--- src/rtl/skew_inv_delay.sv ---
module skew_inv_delay #(
  parameter int RISE_CYC = 10,
  parameter int FALL_CYC = 14
) (
  input  logic clk,
  input  logic rst,
  input  logic din,
  output logic dout
);
  localparam int WIN = FALL_CYC - RISE_CYC;
  localparam int CW  = (WIN < 1) ? 1 : $clog2(WIN + 1);

  if (FALL_CYC < RISE_CYC) begin : g_bad_order
    $error("skew_inv_delay: FALL_CYC must be at least RISE_CYC");
  end
  if (RISE_CYC < 1) begin : g_bad_rise
    $error("skew_inv_delay: RISE_CYC must be at least 1");
  end

  logic [CW-1:0]       run;
  logic                qual;
  logic [RISE_CYC-1:0] line;

  assign qual = din && (run >= CW'(WIN));

  always_ff @(posedge clk) begin
    if (rst || !din)          run <= '0;
    else if (run != CW'(WIN)) run <= run + 1'b1;
  end

  if (RISE_CYC == 1) begin : g_line1
    always_ff @(posedge clk) begin
      if (rst) line <= '0;
      else     line <= qual;
    end
  end else begin : g_lineN
    always_ff @(posedge clk) begin
      if (rst) line <= '0;
      else     line <= {line[RISE_CYC-2:0], qual};
    end
  end

  always_ff @(posedge clk) begin
    if (rst) dout <= 1'b1;
    else     dout <= ~line[RISE_CYC-1];
  end
endmodule

--- config.mk ---
export PLATFORM = sky130hd
export DESIGN_NAME = skew_inv_delay
export DESIGN_NICKNAME = d
export VERILOG_FILES = /design/src/rtl/skew_inv_delay.sv
export SDC_FILE = /design/constraint.sdc
export NUM_CORES = 1
export LEC_CHECK = 0
export BUFFER_PORTS_ARGS = -buffer_cell sky130_fd_sc_hd__buf_2
export CAP_MARGIN = 20
export CORE_AREA = 4 4 41 43
export CTS_CLUSTER_DIAMETER = 200
export CTS_CLUSTER_SIZE = 20
export DETAILED_ROUTE_END_ITERATION = 7
export DIE_AREA = 0 0 45 47
export GPL_TIMING_DRIVEN = 0
export HOLD_SLACK_MARGIN = 0.12
export PLACE_DENSITY = 0.59
export SYNTH_ARGS = -nofsm -noshare
export SYNTH_HDL_FRONTEND = slang
export SYNTH_SLANG_ARGS = --single-unit
--- constraint.sdc ---
create_clock -name clk -period 2.62 [get_ports clk]
set_clock_uncertainty 0.05 [all_clocks]
set_input_delay 0.262 -clock clk [delete_from_list [all_inputs] [get_ports clk]]
set_output_delay 0.262 -clock clk [all_outputs]
set_load 0.02 [all_outputs]
==> impl_results.md <==
- FMAX: a little under 900 MHz
- WHS: 0.274 ns
- Clock buffer depth: 2
- DP Area: slightly below 500 um2
- Cell area after layout: between 500 and 600 um2
- Postcts setup bufs: 0
- Synthesis-to-finish area growth: 15.4%
- Worst IR Drop VDD: about 600 uV
- Post-route insts no fill: 63
- Hold Fails Final Rpt: 0
- Primary FF master, synth: dfxtp_1
- Worst-Margin Slew: 0.217 ns
- Share of cells above drive strength 1: 0.229
- Routed vias: roughly 260
- N_diodes: 0
- Largest net degree at the start of global routing: 11
- Post-route setup TNS: 0 ns
- Dominant cells by area after synthesis: dfxtp_1, nor2b_1, ha_1
- Number of synthesis warnings: 0
- I/O pin count: 4
- Crit Path Max Fanout: 4
- Final setup fails: 0
- Util after Layout: 0.404
- DRC violations left: 0
- TritonCTS Sinks: 14
- Pre-CTS WS: approximately 1.5 ns
- CTS clk-pin slew, worst paths: around 0.08 ns
- Critical path capture point type: register
- Slew HR: 0.855
- Worst hold path class: in2reg
- Post-synth EDFFs: 0
- Status: complete, no violations
- Top post-synthesis cells by count: dfxtp_1, nor2b_1, inv_1
- Syn Std Cell Area: between 400 and 500 um2
- RePlAce Congestion: 0.664
- Max stage delay cell, worst path: dfxtp_1
- PostCTS Resize Cnt: 0
- Inserted Clock Buffers: 3
- H-Tree Depth: 1
- Max-slew violations: 0
- Total routed wirelength: approximately 550 um
- GRT Residual Overflow: 0
- Netlist cell types: 13
- Die ar.: 2120 um2
- Core area: 1300 um2
- Flops & latches, synth: 14
- Synth Instances: 41
- Pwr Total: ~380 uW
- Leak: between 0.2 and 0.25 nW
- Nets: 54
- Crit start category: register
- Pre-antenna DRT Iters: 2
- Worst setup slack after layout: around 1.5 ns
- First-pass GRT wire length: between 1 and 1.5 mm
- DR WL/cell: ~8.7 um
- Chip width: ~45 um
- Unrepaired setup endpoints after global routing: false
- CTS tree: built
- Worst skew pair latency: 0.27 ns
- Syn_area_per_cell: roughly 11 um2
- Via density: a little over 4
- Initial drt markers: 2
- Rows: 13
- Crit path arrival time: 1.30 ns
- Post-route minimum period: between 1 and 1.5 ns
- Post-synth ARST share: 0
- Pwr/cell area: between 700 and 800 nW/um2
- Number of global-route vias before repair: 237
- Root Buffer: clkbuf_4
- Top cell type's share of synthesized area: 0.615
- Tot GR Track Use: 0.0742
- CTS Hold Bufs: 0
- Placed insts: 59
- Top-count cell post-synth: dfxtp_1
- Antenna Violating Nets Remaining: 0
- Max Cap Violations: 0
- Post-synthesis sequential area ratio: 0.615
- Port buffer count: 3
- Fin crit share: 0.436
- Die height: 47 um
- Max incr delay on CP: between 0.3 and 0.4 ns
- CP Class: reg2reg
- Synthesized net count: 46
- Starting Density: 0.350
- Initial antenna violation count: 0
- Worst Path Required: 2.78 ns
- Sequence of cells on the critical path: inv_1, ha_1, a21bo_2, a21oi_1
- Area leader, netlist: dfxtp_1
## sequential cells by signal, summed over array words and instances, names as in the netlist
name	cells
dout	1
line	10
run	3
## critical path, delay by kind of cell (launching register included)
family          cells  cell delay, ns
flops               1            0.38
buf+inv             1            0.06
compound gates      2            0.34
fa+ha+maj           1            0.26
## final timing paths
| kind | to | slack, ns | cells past startpoint | start |
|---|---|---|---|---|
| worst min-delay path | run[0] | 0.27 | 3 | din |
| worst max-delay path | run[1] | 1.48 | 4 | run[0] |
| worst max register to register | run[1] | 1.48 | 4 | run[0] |
| worst min register to register | dout | 0.33 | 1 | line[9] |
## area by class of cell
| class | instances | area (um2) |
|---|---|---|
| clock buffers | 4 | 36.3 |
| well taps | 15 | 18.8 |
| flip-flops and latches | 14 | 280 |
| inverters | 3 | 11.3 |
| multi-input cells | 23 | 159 |
| fillers | 137 | 776 |
| plain buffers | 1 | 5.00 |
| repair buffers | 3 | 15.0 |
## per-layer routing
layer,up-vias,track usage,wire [um]
met5,-,0,0
met4,0,0.0175,0
met3,0,0.0690,48
met2,6,0.0904,201
met1,109,0.0937,295
li1,142,-,-
## kinds of logic after synthesis
family                   Yosys count  synth area share
AND/OR/NAND/NOR                   17             0.231
flip-flops                        14             0.615
AO/OA/AOI/OAI                      4            0.0632
buffers and inverters              4            0.0357
adder cells (fa/ha/maj)            2            0.0549
## power breakdown
group	total (mW)	internal [mW]	leakage (nW)	switching, mW
clock	0.148	0.0844	0.0210	0.0640
sequential	0.216	0.214	0.113	0.00151
combinational	0.0129	0.00634	0.0850	0.00652
## layout by cell type (no fill, tap or decap)
cell,netlist,routed
a21bo_2,1,1
a21o_2,1,1
a21oi_1,2,2
and3b_1,1,1
buf_2,1,4
clkbuf_4,0,3
clkbuf_8,0,1
dfxtp_1,14,14
ha_1,2,2
inv_1,3,3
nand2b_1,2,2
nand3_1,2,2
nor2_1,2,2
nor2b_1,9,9
nor3_2,1,1
Note: power is estimated with default switching activity, not from simulation.
